===== src/rtl/infix_pkg.sv =====
package infix_pkg;
  typedef enum logic [3:0] {
    ST_IDLE,
    ST_W_ECC,
    ST_W_DATA,
    ST_W_SPARE,
    ST_W_PROG,
    ST_W_WAIT,
    ST_R_CHK_D,
    ST_R_DATA,
    ST_R_CHK_S,
    ST_R_SPARE,
    ST_SEEK
  } seq_st_e;
endpackage


===== src/rtl/infix_col_track.sv =====
// Wanted/current column pair for the read walk.
module infix_col_track #(
  parameter int COL_W       = 13,
  parameter int CHUNK_BYTES = 512,
  parameter int SPARE_BYTES = 16
) (
  input  logic             clk,
  input  logic             rst_n,
  input  logic             clr,
  input  logic             adv_chunk,
  input  logic             adv_spare,
  input  logic             step,
  input  logic             sync,
  output logic [COL_W-1:0] want,
  output logic [COL_W-1:0] at,
  output logic             mismatch
);
  always_ff @(posedge clk or negedge rst_n) begin
    if (!rst_n) begin
      want <= '0;
      at   <= '0;
    end else begin
      if (clr)            want <= '0;
      else if (adv_chunk) want <= want + COL_W'(CHUNK_BYTES);
      else if (adv_spare) want <= want + COL_W'(SPARE_BYTES);

      if (clr)       at <= '0;
      else if (sync) at <= want;
      else if (step) at <= at + COL_W'(1);
    end
  end

  assign mismatch = (want != at);
endmodule


===== src/rtl/infix_spare_mux.sv =====
// Builds one spare segment: pad bytes, then packed ECC bytes.
module infix_spare_mux #(
  parameter int         SPARE_BYTES = 16,
  parameter int         PAD_BYTES   = 6,
  parameter int         ECC_BYTES   = 10,
  parameter logic [7:0] PAD_VAL     = 8'hFF,
  localparam int        SIDX_W      = $clog2(SPARE_BYTES)
) (
  input  logic [8*ECC_BYTES-1:0] ecc_in,
  input  logic [SIDX_W-1:0]      idx,
  output logic [7:0]             byte_o
);
  logic [7:0] seg [SPARE_BYTES];

  for (genvar k = 0; k < SPARE_BYTES; k++) begin : g_seg
    if (k >= PAD_BYTES && k < PAD_BYTES + ECC_BYTES) begin : g_ecc
      assign seg[k] = ecc_in[8*(k-PAD_BYTES) +: 8];
    end else begin : g_pad
      assign seg[k] = PAD_VAL;
    end
  end

  assign byte_o = seg[idx];
endmodule


===== src/rtl/infix_timer.sv =====
// Wait watchdog for seek and post-program ready.
module infix_timer #(
  parameter int TMO_CYC = 64,
  localparam int TMO_W  = $clog2(TMO_CYC + 1)
) (
  input  logic clk,
  input  logic rst_n,
  input  logic run,
  output logic expired
);
  logic [TMO_W-1:0] cnt;

  always_ff @(posedge clk or negedge rst_n) begin
    if (!rst_n)        cnt <= '0;
    else if (!run)     cnt <= '0;
    else if (!expired) cnt <= cnt + TMO_W'(1);
  end

  assign expired = (cnt >= TMO_W'(TMO_CYC));
endmodule


===== src/rtl/infix_xfer_seq.sv =====
module infix_xfer_seq
  import infix_pkg::*;
#(
  parameter int         COL_W       = 13,
  parameter int         SPR_W       = 8,
  parameter int         CHUNK_BYTES = 512,
  parameter int         SPARE_BYTES = 16,
  parameter int         PAD_BYTES   = 6,
  parameter int         ECC_BYTES   = 10,
  parameter int         TMO_CYC     = 64,
  parameter logic [7:0] PAD_VAL     = 8'hFF
) (
  input  logic                   clk,
  input  logic                   rst_n,
  input  logic                   start,
  input  logic                   op_write,
  input  logic [COL_W-1:0]       data_len,
  input  logic [SPR_W-1:0]       spare_len,
  output logic                   busy,
  output logic                   done,
  output logic                   err,
  input  logic                   wr_valid,
  output logic                   wr_ready,
  input  logic [7:0]             wr_data,
  input  logic [8*ECC_BYTES-1:0] ecc_in,
  output logic                   ecc_restart,
  output logic                   fl_tx_valid,
  input  logic                   fl_tx_ready,
  output logic [7:0]             fl_tx_data,
  output logic                   prog_cmd,
  input  logic                   dev_ready,
  output logic                   seek_req,
  output logic [COL_W-1:0]       seek_col,
  input  logic                   seek_ack,
  input  logic                   seek_err,
  input  logic                   fl_rx_valid,
  output logic                   fl_rx_ready,
  input  logic [7:0]             fl_rx_data,
  output logic                   rd_valid,
  input  logic                   rd_ready,
  output logic [7:0]             rd_data,
  output logic                   rd_spare
);
  localparam int CHUNK_LG = $clog2(CHUNK_BYTES);
  localparam int SEG_W    = CHUNK_LG + 1;
  localparam int SIDX_W   = $clog2(SPARE_BYTES);

  seq_st_e           state;
  logic [COL_W-1:0]  data_rem;
  logic [SPR_W-1:0]  spare_rem;
  logic [SEG_W-1:0]  seg_cnt;
  logic [SIDX_W-1:0] sidx;
  logic              seek_ret;
  logic              done_q, err_q;

  logic [COL_W-1:0]  want, at;
  logic              mismatch, expired;
  logic              trk_clr, trk_step, trk_adv_c, trk_adv_s, trk_sync;
  logic [7:0]        spare_byte;
  logic              tx_fire, rx_fire, in_rd, seg_last;
  logic [SEG_W-1:0]  d_take, s_take;

  infix_col_track #(.COL_W(COL_W), .CHUNK_BYTES(CHUNK_BYTES), .SPARE_BYTES(SPARE_BYTES)) u_trk (
    .clk(clk), .rst_n(rst_n), .clr(trk_clr), .adv_chunk(trk_adv_c), .adv_spare(trk_adv_s),
    .step(trk_step), .sync(trk_sync), .want(want), .at(at), .mismatch(mismatch)
  );

  infix_spare_mux #(.SPARE_BYTES(SPARE_BYTES), .PAD_BYTES(PAD_BYTES), .ECC_BYTES(ECC_BYTES),
                    .PAD_VAL(PAD_VAL)) u_spr (
    .ecc_in(ecc_in), .idx(sidx), .byte_o(spare_byte)
  );

  infix_timer #(.TMO_CYC(TMO_CYC)) u_tmr (
    .clk(clk), .rst_n(rst_n), .run(state == ST_SEEK || state == ST_W_WAIT), .expired(expired)
  );

  // Stream steering
  always_comb begin
    in_rd       = (state == ST_R_DATA) || (state == ST_R_SPARE);
    wr_ready    = (state == ST_W_DATA) && fl_tx_ready;
    fl_tx_valid = ((state == ST_W_DATA) && wr_valid) || (state == ST_W_SPARE);
    fl_tx_data  = (state == ST_W_SPARE) ? spare_byte : wr_data;
    rd_valid    = in_rd && fl_rx_valid;
    fl_rx_ready = in_rd && rd_ready;
    rd_data     = fl_rx_data;
    rd_spare    = (state == ST_R_SPARE);
    tx_fire     = fl_tx_valid && fl_tx_ready;
    rx_fire     = rd_valid && rd_ready;
    seg_last    = (seg_cnt == SEG_W'(1));
    seek_req    = (state == ST_SEEK);
    seek_col    = want;
    ecc_restart = (state == ST_W_ECC);
    prog_cmd    = (state == ST_W_PROG);
    busy        = (state != ST_IDLE);
    done        = done_q;
    err         = err_q;
    d_take      = (data_rem > COL_W'(CHUNK_BYTES)) ? SEG_W'(CHUNK_BYTES) : data_rem[SEG_W-1:0];
    s_take      = (spare_rem > SPR_W'(SPARE_BYTES)) ? SEG_W'(SPARE_BYTES) : SEG_W'(spare_rem);
  end

  // Column tracker strobes
  always_comb begin
    trk_clr   = (state == ST_IDLE) && start;
    trk_step  = rx_fire;
    trk_sync  = (state == ST_SEEK) && seek_ack && !seek_err;
    trk_adv_c = ((state == ST_R_CHK_D) && (data_rem == '0) && (spare_rem != '0)) ||
                ((state == ST_R_DATA) && rx_fire && seg_last);
    trk_adv_s = ((state == ST_R_CHK_S) && (spare_rem == '0)) ||
                ((state == ST_R_SPARE) && rx_fire && seg_last);
  end

  always_ff @(posedge clk or negedge rst_n) begin
    if (!rst_n) begin
      state     <= ST_IDLE;
      data_rem  <= '0;
      spare_rem <= '0;
      seg_cnt   <= '0;
      sidx      <= '0;
      seek_ret  <= 1'b0;
      done_q    <= 1'b0;
      err_q     <= 1'b0;
    end else begin
      done_q <= 1'b0;
      err_q  <= 1'b0;
      case (state)
        ST_IDLE: if (start) begin  // only sampled here
          if (op_write) begin
            data_rem <= {data_len[COL_W-1:CHUNK_LG], {CHUNK_LG{1'b0}}};
            if (data_len[COL_W-1:CHUNK_LG] == '0) done_q <= 1'b1;
            else state <= ST_W_ECC;
          end else begin
            data_rem  <= data_len;
            spare_rem <= spare_len;
            state     <= ST_R_CHK_D;
          end
        end
        ST_W_ECC: begin
          seg_cnt <= SEG_W'(CHUNK_BYTES);
          state   <= ST_W_DATA;
        end
        ST_W_DATA: if (tx_fire) begin
          data_rem <= data_rem - COL_W'(1);
          seg_cnt  <= seg_cnt - SEG_W'(1);
          if (seg_last) begin
            sidx  <= '0;
            state <= ST_W_SPARE;
          end
        end
        ST_W_SPARE: if (tx_fire) begin
          sidx <= sidx + SIDX_W'(1);
          if (sidx == SIDX_W'(SPARE_BYTES - 1))
            state <= (data_rem == '0) ? ST_W_PROG : ST_W_ECC;
        end
        ST_W_PROG: state <= ST_W_WAIT;
        ST_W_WAIT: begin
          if (dev_ready) begin
            done_q <= 1'b1;
            state  <= ST_IDLE;
          end else if (expired) begin
            err_q <= 1'b1;
            state <= ST_IDLE;
          end
        end
        ST_R_CHK_D: begin
          if (data_rem == '0 && spare_rem == '0) begin
            done_q <= 1'b1;
            state  <= ST_IDLE;
          end else if (data_rem == '0) begin
            state <= ST_R_CHK_S;
          end else if (mismatch) begin
            seek_ret <= 1'b0;
            state    <= ST_SEEK;
          end else begin
            seg_cnt <= d_take;
            state   <= ST_R_DATA;
          end
        end
        ST_R_DATA: if (rx_fire) begin
          data_rem <= data_rem - COL_W'(1);
          seg_cnt  <= seg_cnt - SEG_W'(1);
          if (seg_last) state <= ST_R_CHK_S;
        end
        ST_R_CHK_S: begin
          if (spare_rem == '0) begin
            state <= ST_R_CHK_D;
          end else if (mismatch) begin
            seek_ret <= 1'b1;
            state    <= ST_SEEK;
          end else begin
            seg_cnt <= s_take;
            state   <= ST_R_SPARE;
          end
        end
        ST_R_SPARE: if (rx_fire) begin
          spare_rem <= spare_rem - SPR_W'(1);
          seg_cnt   <= seg_cnt - SEG_W'(1);
          if (seg_last) state <= ST_R_CHK_D;
        end
        ST_SEEK: begin
          if (seek_ack) begin
            if (seek_err) begin
              err_q <= 1'b1;
              state <= ST_IDLE;
            end else begin
              state <= seek_ret ? ST_R_CHK_S : ST_R_CHK_D;
            end
          end else if (expired) begin
            err_q <= 1'b1;
            state <= ST_IDLE;
          end
        end
        default: state <= ST_IDLE;
      endcase
    end
  end
endmodule


===== config.mk =====
export PLATFORM = sky130hd
export DESIGN_NAME = infix_xfer_seq
export DESIGN_NICKNAME = d
export VERILOG_FILES = /design/src/rtl/infix_pkg.sv /design/src/rtl/infix_col_track.sv /design/src/rtl/infix_spare_mux.sv /design/src/rtl/infix_timer.sv /design/src/rtl/infix_xfer_seq.sv
export SDC_FILE = /design/constraint.sdc
export NUM_CORES = 1
export LEC_CHECK = 0
export ABC_AREA = 1
export BUFFER_PORTS_ARGS = -buffer_cell sky130_fd_sc_hd__clkbuf_2
export CAP_MARGIN = 5
export CORE_MARGIN = 2
export CORE_UTILIZATION = 45
export CTS_CLUSTER_SIZE = 30
export DETAILED_ROUTE_END_ITERATION = 10
export PLACE_DENSITY = 0.81
export SETUP_SLACK_MARGIN = 0.3
export SLEW_MARGIN = 20
export SYNTH_ARGS = -nofsm -noshare
export SYNTH_HDL_FRONTEND = slang
export SYNTH_SLANG_ARGS = --single-unit

===== constraint.sdc =====
create_clock -name clk -period 1.85 [get_ports clk]
set_input_delay 0.2775 -clock clk [delete_from_list [all_inputs] [get_ports clk]]
set_output_delay 0.2775 -clock clk [all_outputs]
set_load 0.005 [all_outputs]

---- Yosys cells after proc, flatten, opt, wreduce, memory -nomap -nowiden ----
Cells that the tools add are included.
storage, ports and cells
  register bits after elaboration ......... 75
  input port bits ......................... 128
  output and inout bits ................... 40
  word-level logic and storage cells ...... 175
operators by class
  add/subtract/negate cells ............... 8
  order comparisons ....................... 4
  eq/ne operators ......................... 33
  multiplexer cells ....................... 75
  bitwise logic cells ..................... 1
  reductions and logical operators ........ 43
operator list
  kind                                                                    number
  13-bit 2-to-1 mux                                                       9
  4-bit 2-to-1 mux                                                        23
  10-bit 2-to-1 mux                                                       8
  8-bit 2-to-1 mux                                                        7
  10-bit one-hot mux with 5 select lines                                  1
  4-bit one-hot mux with 11 select lines                                  1
  13-bit one-hot mux with 3 select lines                                  1
  8-bit binary-select mux with 4-bit select                               1
  2-bit inequality test, second input constant                            15
  1-bit logical AND                                                       17
  4-bit by 3-bit equality test with 1-bit output, second input constant   4
  4-bit equality test, second input constant                              4
  8-bit one-hot mux with 2 select lines                                   1
  1-bit 2-to-1 mux                                                        14
  7-bit 2-to-1 mux                                                        2
  13-bit by 1-bit adder with 13-bit output, second input constant         1
  13-bit by 10-bit adder with 13-bit output, second input constant        1
  13-bit by 5-bit adder with 13-bit output, second input constant         1
  13-bit by 10-bit > comparator with 1-bit output, second input constant  1
  13-bit logical NOT                                                      1
  13-bit inequality test                                                  1
  13-bit by 1-bit subtractor with 13-bit output, second input constant    1
  4-bit AND reduction                                                     3
  10-bit by 1-bit equality test with 1-bit output, second input constant  1
  31 further kinds                                                        45

---- Depth between registers and ports, before layout ----
Gate-level depths: netlist (run 1).
  word-level depth ........................ 10
  gate-level depth with buffers ........... 15
  gate-level depth less buffers ........... 14

---- Cells and area by module ----
Synthesis (run 1) repeated with hierarchy kept, for this count alone.
second synthesis, totals
  cell total of the unflattened synthesis .. 1129
  area total of the unflattened synthesis .. 6645.1 sq um
by module, submodules not included
  module           times used  cells an instance  area each (sq um)  sequential area each (sq um)
  infix_xfer_seq   1           629                3688.5             1051.0
  infix_col_track  1           229                1526.5             550.5
  infix_spare_mux  1           228                1029.7             0.0
  infix_timer      1           43                 400.4              175.2

---- Least setup slack after synthesis (run 1) ----
Ideal clock, no wire load.
  path kind ............................... reg-to-reg
  start ................................... register data_rem[0]
  end ..................................... register u_trk.want[8]
  setup time .............................. 117 ps
  arrival time ............................ 1671 ps
  data required time ...................... 1733 ps
  slack ................................... 62 ps
  stages on the path, launching flop included .. 12
  path buffers ............................ 0
  period minus slack after synthesis ...... 1788 ps
  path through ............................ dfrtp_1 > inv_1 > ha_1 > nand2_1 > nor2_2 > nand2_1 > nor2_1 > nand2_1 > nand4_2 > nand2_4 > nand2_1 > nand2_1
on the way
  word-level cells in the longest chain between the ends .. 6
  elaborated cells between the ends (all ways) .. 7
  those cells by class .................... mux (2); reduce/logical (5)
RTL lines
  element                              line                   RTL
  start, declared                      infix_xfer_seq.sv:49   logic [COL_W-1:0] data_rem;
  start signal, assigned               infix_xfer_seq.sv:128  data_rem <= {data_len[COL_W-1:CHUNK_LG], {CHUNK_LG{1'b0}}};
  start signal, assigned               infix_xfer_seq.sv:132  data_rem <= data_len;
  start signal, assigned               infix_xfer_seq.sv:142  data_rem <= data_rem - COL_W'(1);
  13-bit logical NOT (*)               infix_xfer_seq.sv:106  trk_adv_c = ((state == ST_R_CHK_D) && (data_rem == '0) && (spare_rem != '0)) ||
  1-bit logical AND (*) (2 in series)  infix_xfer_seq.sv:106
  1-bit logical OR (*)                 infix_xfer_seq.sv:106
  13-bit 2-to-1 mux                    infix_col_track.sv:24  else if (adv_chunk) want <= want + COL_W'(CHUNK_BYTES);
  13-bit 2-to-1 mux                    infix_col_track.sv:23  if (clr) want <= '0;
  end signal, assigned                 infix_col_track.sv:24
  end signal, assigned                 infix_col_track.sv:25  else if (adv_spare) want <= want + COL_W'(SPARE_BYTES);
  end, declared                        infix_col_track.sv:14  output logic [COL_W-1:0] want,
Mark *: on every way between the ends. The rest lies on a longest branch, timed or not.
A chain may end at the register's enable or synchronous reset.

---- Worst setup path after layout (run 1) ----
  start ................................... register sidx[0]
  end ..................................... output port fl_tx_data[4]
on the way
  word-level cells in the longest chain between the ends .. 5
RTL lines
  element                                                 line                   RTL
  start, declared                                         infix_xfer_seq.sv:52   logic [SIDX_W-1:0] sidx;
  start signal, assigned                                  infix_xfer_seq.sv:150  sidx <= sidx + SIDX_W'(1);
  4-bit inverter with 5-bit output (implied by the code)  infix_spare_mux.sv:23  assign byte_o = seg[idx];
  8-bit binary-select mux with 4-bit select               infix_spare_mux.sv:23
  8-bit 2-to-1 mux (implied by the code) (2 in series)    infix_spare_mux.sv:23
  8-bit 2-to-1 mux                                        infix_xfer_seq.sv:82   fl_tx_data = (state == ST_W_SPARE) ? spare_byte : wr_data;
  end, declared                                           infix_xfer_seq.sv:29   output logic [7:0] fl_tx_data,
No other way between the ends. The select of a mux whose other input is x is not followed.

==> results of run 1 <==
==> metal layers <==
layer | share of wire [%] | vias up | track usage, %
met5 | 0 | - | 0
met4 | 11 | 0 | 23.38
met3 | 15 | 405 | 8.270
met2 | 43 | 1000 | 57.29
met1 | 31 | 4083 | 39.26
li1 | - | 3663 | -
==> per-stage QoR <==
stage          setup slack, ns  power, µW  util [%]  TNS (ns)
4_1_cts                -0.2844      13590     66.90    -1.953
3_3_place_gp          0.008239       9255     56.85         0
3_5_place_dp          -0.01403       9407     56.85  -0.02030
2_1_floorplan           0.2178       7291         -         0
6_report               -0.3200      17700     75.71    -12.67
5_1_grt                -0.3582      18120     75.71    -13.88
==> worst min-delay path, stage by stage <==
cell	delay (ns)
clkbuf_2	0.07
o211ai_1	0.10
o21ai_2	0.06
==> kinds of logic after synthesis <==
family,synth area share (%)
and+or+nand+nor,35.18
AOI/OAI and AO/OA,18.73
buffers and inverters,10.61
DFF,29.49
xor gates and xnor gates,3.344
adders and majority gates,2.077
muxes,0.4985
other,0.06225
==> state kept, by name, summed over array words and instances, names as in the netlist <==
name and flops:
sidx 4, u_trk.want 9, spare_rem 8, err 1, done 1, state 4
seek_ret 1, u_trk.at 13, u_tmr.cnt 7, data_rem 13, seg_cnt 10
==> power by group <==
| group | total, µW | internal (µW) | switching [µW] | leakage (µW) |
|---|---|---|---|---|
| Sequential | 2760 | 2050 | 704 | 0.000932 |
| Clock | 1900 | 1120 | 773 | 0.000147 |
| Combinational | 13000 | 5150 | 7900 | 0.00377 |
| Total | 17700 | 8320 | 9380 | 0.00485 |
==> layout by cell type, fill, tap and decap left out, drive strengths merged, types with 3 or more instances in the layout <==
cell type  count
nand3         80
conb           4
ha            10
inv          102
dfrtp         71
mux2i          3
o21ai        117
xnor2          4
nor3b          4
o22ai          4
o221ai         3
nand4         19
xor2          19
nand2        218
o31ai          6
o211ai        19
clkbuf       150
buf          167
nor2         145
nor3          10
clkinv         7
a21oi         47
==> timing repair <==
action	CTS	global route
cloned	8	0
hold endpoints to repair	71	0
setup buffers	41	48
endpoints found under the setup margin	80	87
gates resized for setup	190	218
pin swaps	61	77
hold buffers	1	0
==> area by class of cell <==
cell class / instances / share of cell area, %
repair buffers: 304 / 23.06
well taps: 176 / 2.214
flip-flops and latches: 71 / 17.96
clock buffers: 14 / 2.654
inverters: 106 / 4.704
multi-input cells: 726 / 48.69
clock inverters: 2 / 0.3899
repair inverters: 2 / 0.3270
==> path summary, 6_finish.rpt <==
kind,endpoint,cells after the start
max,fl_tx_data[4],8
min,spare_rem[1],3
min reg2reg,spare_rem[7],1
max reg2reg,u_trk.at[8],12
max in group asynchronous,sidx[0],3
min in group asynchronous,seg_cnt[1],3
==> summary.md, run 1 <==
| Metric | Value |
|---|---|
| Die height | 119.7 µm |
| Mean Syn Cell Area | roughly 6.4 µm² |
| Starting Density | a little under half |
| CP cell instances | buf_8 -> nor2_4 -> nor2_2 -> o21ai_1 -> o21ai_1 -> o211ai_1 -> a21oi_1 -> buf_2 |
| Routed len/inst | 23.44 µm |
| Register area | between 1500 and 2000 µm² |
| Sink Count | between 70 and 80 |
| Routed vias/inst | roughly 6.5 |
| Top-count cell post-synth | nand2_1 |
| Failing checks | setup timing |
| Yosys warnings | 0 |
| Critical path endpoint category | primary output |
| CTS H-tree depth | 3 |
| Non-filler cells in the finished layout | between 1000 and 1500 |
| Multi-input gate area | between 4000 and 5000 µm² |
| Hold_sp | spare_len[1] |
| Cells after DPL | about 1300 |
| Critical Path Most Common Cell | o21ai_1 |
| Std-Cell Rows | 42 |
| Share of cells above drive strength 1 | between 40% and 50% |
| Cell taking the most area after synthesis | dfrtp_1 |
| Net count reported at finish | ~1400 |
| RSZ-0062 raised after global routing | yes |
| Max cap viols | 0 |
| Critical path class | reg2out |
| Reg2reg start | state[2] |
| Synth cell count leaders | nand2_1 (208), nor2_1 (133), inv_1 (90) |
| CP max-delay cell | dfrtp_2 |
| CTS tree | done |
| Pin count of the biggest net entering global routing | 72 |
| Final hold violation count | 0 |
| Pre-Repair DR Iteration Count | 11 |
| Vias in the first global route | between 7000 and 8000 |
| Grt ovf | 0 |
| Setup violation total in the final timing report | 75 |
| Max incr delay on CP | about 0.47 ns |
| Antenna-violating nets left | 0 |
| Final Cycle Share | 117.3% |
| Lkg Pwr | between 0.004 and 0.005 µW |
| # DRC | 0 |
| Placed Area | around 7500 µm² |
| Top cells by area, synth | dfrtp_1 (29%), nand2_1 (13%), nor2_1 (8.3%) |
| DR vias | around 9000 |
| P per Cell Area | ~1800 nW/µm² |
| Total track usage | between 30% and 40% |
| Port buffer count | about 150 |
| Worst-path clk slew | 0.06 ns |
| Critical Path Start Type | register |
| Top cell type's share of synthesized area | between 20% and 30% |
| VDD IR max | 1.236 mV |
| N_diodes | 0 |
| Initial DRC count | around 1400 |
| #FFs+latches synth | 71 |
| Clock Skews | ~0.018 ns |
| Mapped Cells | around 940 |
| Fill count | 762 |
| Worst hold path class | in2reg |
| Detailed Place HPWL | 14460 µm |
| Initial antenna violation count | 0 |
| Crit path arrival time | 1.89 ns |
| Number of max-slew violations in the final report | 0 |
| Worst-path maximum fanout | 8 |
| Number of buffers and inverters on the critical path | 2 |
| Syn Std Cell Area | 6025 µm² |
| Root Buffer | clkbuf_16 |
| Status | complete, but fails checks |
| Final min period | approximately 2.2 ns |
| Die area | between 10000 and 15000 µm² |
| Delay-heaviest family, CP | compound AO/OA/AOI/OAI gates |
| Post-synth EDFFs | 0 |
| TritonCTS buffer count | 9 |
| DRT Wirelength | ~33000 µm |
| Clock buffer depth | 2 |
| P&R area growth vs syn | 65.11% |
| Final Cell Area | between 9000 and 10000 µm² |
| FMAX | about 0.46 GHz |
| Setup crit start | sidx[0] |
| Register area share after synthesis | 29.49% |
| Fin worst setup slack | -0.3200 ns |
| Placer Congestion | 0.9975 |
| Core Area | between 10000 and 15000 µm² |
| Worst skew pair latency | ~0.37 ns |
| Ys async rst share | 100.0% |
| Top FF cell, synth | dfrtp_1 |
| First-pass GRT wire length | approximately 39000 µm |
| Final hold slack | between 0.15 and 0.2 ns |
| Die X | between 100 and 150 µm |
| Num ports | between 150 and 200 |
| Cell variety after synth | 44 |
| R2R Setup Slk | -0.32 ns |
| Worst Path Required | approximately 1.6 ns |
Note: power is estimated with default switching activity, not from simulation.
==> run 2: changes to the inputs <==
Settings changed: CELL_PAD_IN_SITES_DETAIL_PLACEMENT set to 1, CELL_PAD_IN_SITES_GLOBAL_PLACEMENT set to 2, CORE_UTILIZATION 45 to 25, PLACE_DENSITY 0.81 to 0.85.
==> run 2 against run 1 <==
Net effect:
- the flow still finishes with violations (setup timing)
- wire length shrank 8.1%
- utilization is 34 points lower
- global-route usage down 13 points
- sequential share of layout area increased by 0.26 points
- combinational power shrank 11%
- power shrank 10%
- clock power decreased by 11%
- sequential power decreased by 7%
- final area is 1.4% lower
- count of clock-buffer cells in the layout fell by 1
- flip-flop and latch count unchanged
- via count fell by 14%
- critical endpoint is now fl_tx_data[6]
- largest cell class unchanged
==> summary.md, run 2 (same netlist as run 1, synthesis figures left out) <==
| Metric | Value |
|---|---|
| Grt ovf | 0 (unchanged) |
| Most frequent cells in the layout | nand2_1 (147), clkbuf_2 (139), buf_4 (97) (was nand2_1 (138), clkbuf_2 (136), buf_4 (94)) |
| P per Cell Area | 1619 nW/µm² (was 1779 nW/µm²) |
| Routed len/inst | 19.65 µm (was 23.44 µm) |
| Clock Skews | 0.007845 ns (was 0.01817 ns) |
| CTS tree | done (unchanged) |
| Flop pwr share | 16.3% (was 15.6%) |
| Worst-path maximum fanout | 6 (was 8) |
| Failing checks | setup timing (unchanged) |
| Port buffer count | 147 (unchanged) |
| Initial antenna violation count | 1 (was 0) |
| Critical path destination | fl_tx_data[6] (was fl_tx_data[4]) |
| Crit path arrival time | 1.87 ns (was 1.89 ns) |
| Setup Total Neg Slack | -3.957 ns (was -12.67 ns) |
| Largest registers | data_rem (13), u_trk.at (13), seg_cnt (10) (unchanged) |
| Final Cell Area | 9803 µm² (was 9947 µm²) |
| Reg2Reg Capture Point | seg_cnt[1] (was u_trk.at[8]) |
| Number of max-slew violations in the final report | 0 (unchanged) |
| Gate power share | 73.1% (was 73.7%) |
| Pin count of the biggest net entering global routing | 33 (was 72) |
| Routed vias/inst | 5.152 (was 6.532) |
| Core Area | 23540 µm² (was 13140 µm²) |
| Fill count | 2930 (was 762) |
| Worst Tran Pin Value | approximately 0.55 ns |
| Die height | 159.2 µm (was 119.7 µm) |
| Switching Fraction | 51.16% (was 52.97%) |
| Lkg Pwr | 0.004685 µW (was 0.004848 µW) |
| Final hold violation count | 0 (unchanged) |
| Final Cycle Share | 116.2% (was 117.3%) |
| Max cap viols | 0 (unchanged) |
| Sink Count | 71 (unchanged) |
| Fin worst setup slack | -0.3001 ns (was -0.3200 ns) |
| Clock buffer depth | 2 (unchanged) |
| Hold_sp | spare_len[1] (unchanged) |
| Critical path endpoint category | primary output (unchanged) |
| Initial DRC count | 509 (was 1429) |
| Met1 Track Usage GR | 25.92% (was 39.26%) |
| Clock network power share | 10.7% (about the same) |
| Std-Cell Rows | 56 (was 42) |
| Detailed Place HPWL | 19160 µm (was 14460 µm) |
| P_int | 7753 µW (was 8325 µW) |
| R2R cell count | 12 (unchanged) |
| FMAX | 0.4651 GHz (was 0.4608 GHz) |
| RSZ-0062 raised after global routing | yes (unchanged) |
| Share of cells above drive strength 1 | 45.69% (was 48.08%) |
| Total track usage | 21.04% (was 34.49%) |
| Placed Area | 7800 µm² (was 7468 µm²) |
| M3 GR Usage | 2.579% (was 8.270%) |
| Critical path class | reg2out (unchanged) |
| DR vias | 7914 (was 9151) |
| Worst Path Required | 1.57 ns (about the same) |
| R2R Setup Slk | -0.13 ns (was -0.32 ns) |
| Root Buffer | clkbuf_16 (unchanged) |
| Placer Congestion | 0.8564 (was 0.9975) |
| TritonCTS buffer count | 9 (unchanged) |
| # DRC | 0 (unchanged) |
| Status | complete, but fails checks (unchanged) |
| Vias in the first global route | 8026 (was 7656) |
| Net count reported at finish | 1352 (was 1358) |
| CTS H-tree depth | 3 (unchanged) |
| Die X | 159.2 µm (was 119.7 µm) |
| Reg2reg start | state[1] (was state[2]) |
| Global routing's busiest layer | met2 (unchanged) |
| Worst-path clk slew | 0.06 ns (about the same) |
| Final hold slack | 0.1906 ns (was 0.1995 ns) |
| Psw | 8122 µW (was 9376 µW) |
| Worst skew pair latency | 0.36 ns (was 0.37 ns) |
| Commonest non-fill, non-tap cell in the layout | nand2_1 (unchanged) |
| P&R area growth vs syn | 62.72% (was 65.11%) |
| Slew HR | a little under two thirds |
| Critical Path Start Type | register (unchanged) |
| VDD IR max | 0.7392 mV (was 1.236 mV) |
| Final min period | 2.150 ns (was 2.170 ns) |
| Setup violation total in the final timing report | 45 (was 75) |
| Worst hold path class | in2reg (unchanged) |
| Die area | 25360 µm² (was 14330 µm²) |
| Setup crit start | sidx[0] (unchanged) |
| M2 GR Usage | 37.79% (was 57.29%) |
| Num ports | 168 (unchanged) |
| First-pass GRT wire length | 42990 µm (was 38570 µm) |
| N_diodes | 0 (unchanged) |
| Starting Density | 25.59% (was 45.86%) |
| Pre-Repair DR Iteration Count | 5 (was 11) |
| DRT Wirelength | 30180 µm (was 32840 µm) |
| Antenna-violating nets left | 0 (unchanged) |
[run 2: worst min path at each step]
stage | end | slack, ns | cells after the start
global route | data_rem[9] | 0.25 | 3
global placement | data_rem[11] | 0.26 | 1
floorplan | data_rem[0] | -0.02 | 0
CTS | spare_rem[1] | 0.19 | 3
finish | spare_rem[1] | 0.19 | 3
detailed placement | data_rem[9] | 0.25 | 1
[run 2: per-stage QoR]
stage | total power [µW] | cells | util, % | setup WS [ns]
6_report | 15880 | 1536 | 41.64 | -0.3001
3_3_place_gp | 9893 | 1445 | 33.13 | -0.006783
4_1_cts | 14070 | 1512 | 38.88 | -0.3128
2_1_floorplan | 7291 | 946 | - | 0.2178
5_1_grt | 16730 | 1536 | 41.64 | -0.3921
3_5_place_dp | 10110 | 1445 | 33.13 | -0.1251
[run 2: power by group through the flow]
stage / Clock (µW) / Combinational [µW] / Sequential [µW]
6_report: 1690 / 11600 / 2580
5_1_grt: 1750 / 12300 / 2640
4_1_cts: 1690 / 9830 / 2550
3_5_place_dp: 0 / 7540 / 2570
3_3_place_gp: 0 / 7350 / 2540
2_1_floorplan: 0 / 4860 / 2430
[run 2: final cells by class]
cell class / count / area [µm²] / share of cell area, %
sequential: 71 / 1787 / 18.23
clock buffer: 13 / 260.3 / 2.655
multi-input combinational: 726 / 4644 / 47.38
timing repair inverter: 1 / 16.27 / 0.1659
timing repair buffer: 299 / 2240 / 22.85
clock inverter: 1 / 5.005 / 0.05105
tap: 319 / 399.1 / 4.071
inverter: 106 / 451.7 / 4.608
[run 2: worst max-delay path, cell delays in order (launching register included)]
cell and delay (ns):
dfrtp_2 0.43, buf_6 0.14, buf_12 0.14, nor2_4 0.07
nor2_1 0.05, o21ai_1 0.07, o21ai_1 0.08, o211ai_1 0.30
a21oi_1 0.12, clkbuf_2 0.13
[run 2: timing repair]
item	4_1_cts	5_1_grt
hold buffers	1	0
resized for setup	214	119
pin swaps	75	47
cloned	7	0
endpoints found under the setup margin	79	87
endpoints found under the hold margin	27	0
setup buffers	45	24
[run 2: routing by layer]
metal	vias to the layer above	part of all wire (%)	wire, µm
li1	3670	-	-
met1	3873	41	12360
met2	286	50	15130
met3	83	4.9	1475
met4	2	4.0	1195
met5	-	0.043	13
==> run 3: changes to the inputs <==
Settings changed: ABC_AREA 1 to unset, CORE_UTILIZATION 25 to 27.
==> run 3 against run 2 <==
Net effect:
- the run still ends with setup timing left
- setup slack worse by 0.25 ns
- via count is 6.3% lower
- clock skew is 0.011 ns higher
- flip-flop and latch count stayed put
- clock power is 3% higher
- non-clock buffer count is 114 higher
- synthesized cell count is 30% lower
- wire length is 9.0% higher
==> summary.md, run 3 <==
| Metric | Value |
|---|---|
| Status | complete, but fails checks (unchanged) |
| Failing checks | setup timing (unchanged) |
| Most frequent cells in the layout | buf_4 (170), clkbuf_2 (140), buf_6 (87) (was nand2_1 (147), clkbuf_2 (139), buf_4 (97)) |
| Top FF cell, synth | dfrtp_1 (unchanged) |
| VDD IR max | 0.7316 mV (was 0.7392 mV) |
| Max cap viols | 0 (unchanged) |
| Mean Syn Cell Area | 8.492 µm² (was 6.389 µm²) |
| Top Layer Used | met4 (was met5) |
| Detailed Place HPWL | 17820 µm (was 19160 µm) |
| Clock Skews | 0.01861 ns (was 0.007845 ns) |
| Die area | 21960 µm² (was 25360 µm²) |
| # DRC | 0 (unchanged) |
| Top-count cell post-synth | o21ai_0 (was nand2_1) |
| Final hold slack | 0.1551 ns (was 0.1906 ns) |
| Yosys warnings | 0 (unchanged) |
| Top cells by area, synth | dfrtp_1 (32%), o21ai_0 (7.4%), mux4_2 (6.4%) (was dfrtp_1 (29%), nand2_1 (13%), nor2_1 (8.3%)) |
| Worst-path maximum fanout | 6 (unchanged) |
| Register area share after synthesis | 31.65% (was 29.49%) |
| Post-synth EDFFs | 0 (unchanged) |
| Antenna-violating nets left | 0 (unchanged) |
| Lkg Pwr | 0.004689 µW (was 0.004685 µW) |
| Setup Total Neg Slack | -26.10 ns (was -3.957 ns) |
| N_diodes | 0 (unchanged) |
| Setup crit start | state[2] (was sidx[0]) |
| Setup violation total in the final timing report | 87 (was 45) |
| Critical Path Start Type | register (unchanged) |
| Number of buffers and inverters on the critical path | 2 (was 3) |
| Critical path class | reg2reg (was reg2out) |
| Share of cells above drive strength 1 | 62.18% (was 45.69%) |
| Core Area | 20300 µm² (was 23540 µm²) |
| Final min period | 2.402 ns (was 2.150 ns) |
| TritonCTS buffer count | 9 (unchanged) |
| Port buffer count | 147 (unchanged) |
| CTS H-tree depth | 3 (unchanged) |
| Placer Congestion | 0.8851 (was 0.8564) |
| Vias in the first global route | 7682 (was 8026) |
| Mapped Cells | 661 (was 943) |
| Number of max-slew violations in the final report | 0 (unchanged) |
| WL met3 | 2096 µm (was 1475 µm) |
| DRT Wirelength | 32900 µm (was 30180 µm) |
| Critical path endpoint category | register (was primary output) |
| Cell variety after synth | 78 (was 44) |
| Worst Tran Pin Value | 0.6058 ns (was 0.5452 ns) |
| Largest registers | data_rem (13), u_trk.at (13), seg_cnt (10) (unchanged) |
| DR vias | 7417 (was 7914) |
| Final core utilization | 51.16% (was 41.64%) |
| Ys async rst share | 100.0% (unchanged) |
| Fill count | 2341 (was 2930) |
| Cell taking the most area after synthesis | dfrtp_1 (unchanged) |
| Slew HR | 59.31% (was 63.52%) |
| M1 WL | 11390 µm (was 12360 µm) |
| P per Cell Area | 1591 nW/µm² (was 1619 nW/µm²) |
| Final Cycle Share | 129.9% (was 116.2%) |
| CP cell instances | buf_4 -> nor4b_4 -> buf_4 -> or3b_4 -> a21boi_2 -> o2111a_1 -> mux2i_1 (was buf_6 -> buf_12 -> nor2_4 -> nor2_1 -> o21ai_1 -> o21ai_1 -> o211ai_1 -> a21oi_1 -> clkbuf_2) |
| Crit path arrival time | 2.69 ns (was 1.87 ns) |
| CP max-delay cell | or3b_4 (was dfrtp_2) |
| Max incr delay on CP | 0.48 ns (was 0.43 ns) |
| Sink Count | 71 (unchanged) |
| Pre-Repair DR Iteration Count | 5 (unchanged) |
| #FFs+latches synth | 71 (unchanged) |
| Starting Density | 27.65% (was 25.59%) |
| Routed vias/inst | 5.632 (was 5.152) |
| Reg2reg start | state[2] (was state[1]) |
| Clock buffer depth | 2 (unchanged) |
| Final hold violation count | 0 (unchanged) |
| CTS tree | done (unchanged) |
| Worst-path clk slew | 0.07 ns (was 0.06 ns) |
| Worst skew pair latency | 0.36 ns (about the same) |
| Top cell type's share of synthesized area | 31.65% (was 29.49%) |
| Synth cell count leaders | o21ai_0 (83), dfrtp_1 (71), nor2_1 (59) (was nand2_1 (208), nor2_1 (133), inv_1 (90)) |
| P&R area growth vs syn | 85.02% (was 62.72%) |
| Critical Path Most Common Cell | buf_4 (was o21ai_1) |
| FMAX | 0.4162 GHz (was 0.4651 GHz) |
| Worst hold path class | in2reg (unchanged) |
| Commonest non-fill, non-tap cell in the layout | buf_4 (was nand2_1) |
| First-pass GRT wire length | 43100 µm (was 42990 µm) |
| Grt ovf | 0 (unchanged) |
| Delay-heaviest family, CP | simple AND/OR/NAND/NOR gates (was compound AO/OA/AOI/OAI gates) |
| Final Cell Area | 10390 µm² (was 9803 µm²) |
| Worst Path Required | 2.14 ns (was 1.57 ns) |
| Total track usage | 25.50% (was 21.04%) |
| Syn Std Cell Area | 5613 µm² (was 6025 µm²) |
| Routed len/inst | 24.98 µm (was 19.65 µm) |
| Initial DRC count | 387 (was 509) |
| Std-Cell Rows | 52 (was 56) |
| Pin count of the biggest net entering global routing | 40 (was 33) |
| Net count reported at finish | 1180 (was 1352) |
| Initial antenna violation count | 0 (was 1) |
| Die height | 148.2 µm (was 159.2 µm) |
| Root Buffer | clkbuf_16 (unchanged) |
| Placed Area | 8085 µm² (was 7800 µm²) |
| Die X | 148.2 µm (was 159.2 µm) |
| WL met2 | 16990 µm (was 15130 µm) |
| RSZ-0062 raised after global routing | yes (unchanged) |
| Num ports | 168 (unchanged) |
| Hold_sp | data_len[0] (was spare_len[1]) |
| Fin worst setup slack | -0.5525 ns (was -0.3001 ns) |
[run 3: cell count changes after synthesis, sizes merged, moves of 11 or more]
cell | before | now
nor2 | 145 | 59
mux4 | 0 | 16
nand3 | 77 | 18
nand2 | 218 | 57
o22ai | 4 | 15
inv | 104 | 24
o21ai | 117 | 85
o211ai | 19 | 1
[run 3: final timing paths]
kind                       slack [ns]  cells past startpoint              to
max                             -0.55                      7  u_trk.want[12]
min                              0.16                      3     data_rem[0]
max reg2reg                     -0.55                      7  u_trk.want[12]
min reg2reg                      0.57                      2         sidx[2]
max in group asynchronous        0.94                      3     data_rem[2]
min in group asynchronous        0.33                      2     u_trk.at[7]
[run 3: area by class of cell]
cell class / count / area (µm²) / share of cell area [%]
tap: 270 / 337.8 / 3.253
timing repair buffer: 413 / 3247 / 31.26
clock inverter: 4 / 20.02 / 0.1928
multi-input combinational: 521 / 4632 / 44.60
clock buffer: 12 / 256.5 / 2.470
inverter: 26 / 107.6 / 1.036
sequential: 71 / 1784 / 17.18
[run 3: metal layers]
layer  up-vias  track usage [%]
met5         -                0
met4         0            14.62
met3       144            5.031
met2       378            46.88
met1      3683            27.12
li1       3212                -
[run 3: what timing repair did]
item | CTS | global route
endpoints found under the setup margin | 88 | 88
hold buffers | 1 | 0
endpoints found under the hold margin | 11 | 0
pin swaps | 84 | 56
setup buffers | 56 | 32
gates cloned | 4 | 2
gates resized for setup | 202 | 118
[run 3: kinds of logic (layout without fill, tap and decap cells)]
| kind of cell | count (synthesis) | count (layout) | synth area share (%) |
|---|---|---|---|
| AOI/OAI and AO/OA | 209 | 209 | 22.92 |
| xor gates and xnor gates | 27 | 27 | 4.213 |
| adders and majority gates | 10 | 10 | 2.229 |
| buffers and inverters | 72 | 455 | 6.085 |
| DFF | 71 | 71 | 31.65 |
| muxes | 34 | 34 | 9.853 |
| other | 1 | 4 | 0.06681 |
| and+or+nand+nor | 237 | 237 | 22.98 |
[run 3: tightest hold or removal path, cell delays in order]
cell and delay [ns]:
clkbuf_2 0.08, nand4b_1 0.07, nand2_1 0.05
[run 3: stage by stage]
stage | total power (µW) | worst slack (ns) | cells
finish | 16520 | -0.5525 | 1317
global route | 17190 | -0.5626 | 1317
CTS | 14030 | -0.4821 | 1283
detailed placement | 10520 | -0.4262 | 1206
global placement | 10260 | -0.4097 | 1206
floorplan | 7032 | -0.2823 | 664
[run 3: where the power goes]
part	internal, µW	switching [µW]	total, µW
clock network	974	764	1740
registers	2050	590	2640
logic	5800	6340	12100
total	8820	7690	16500
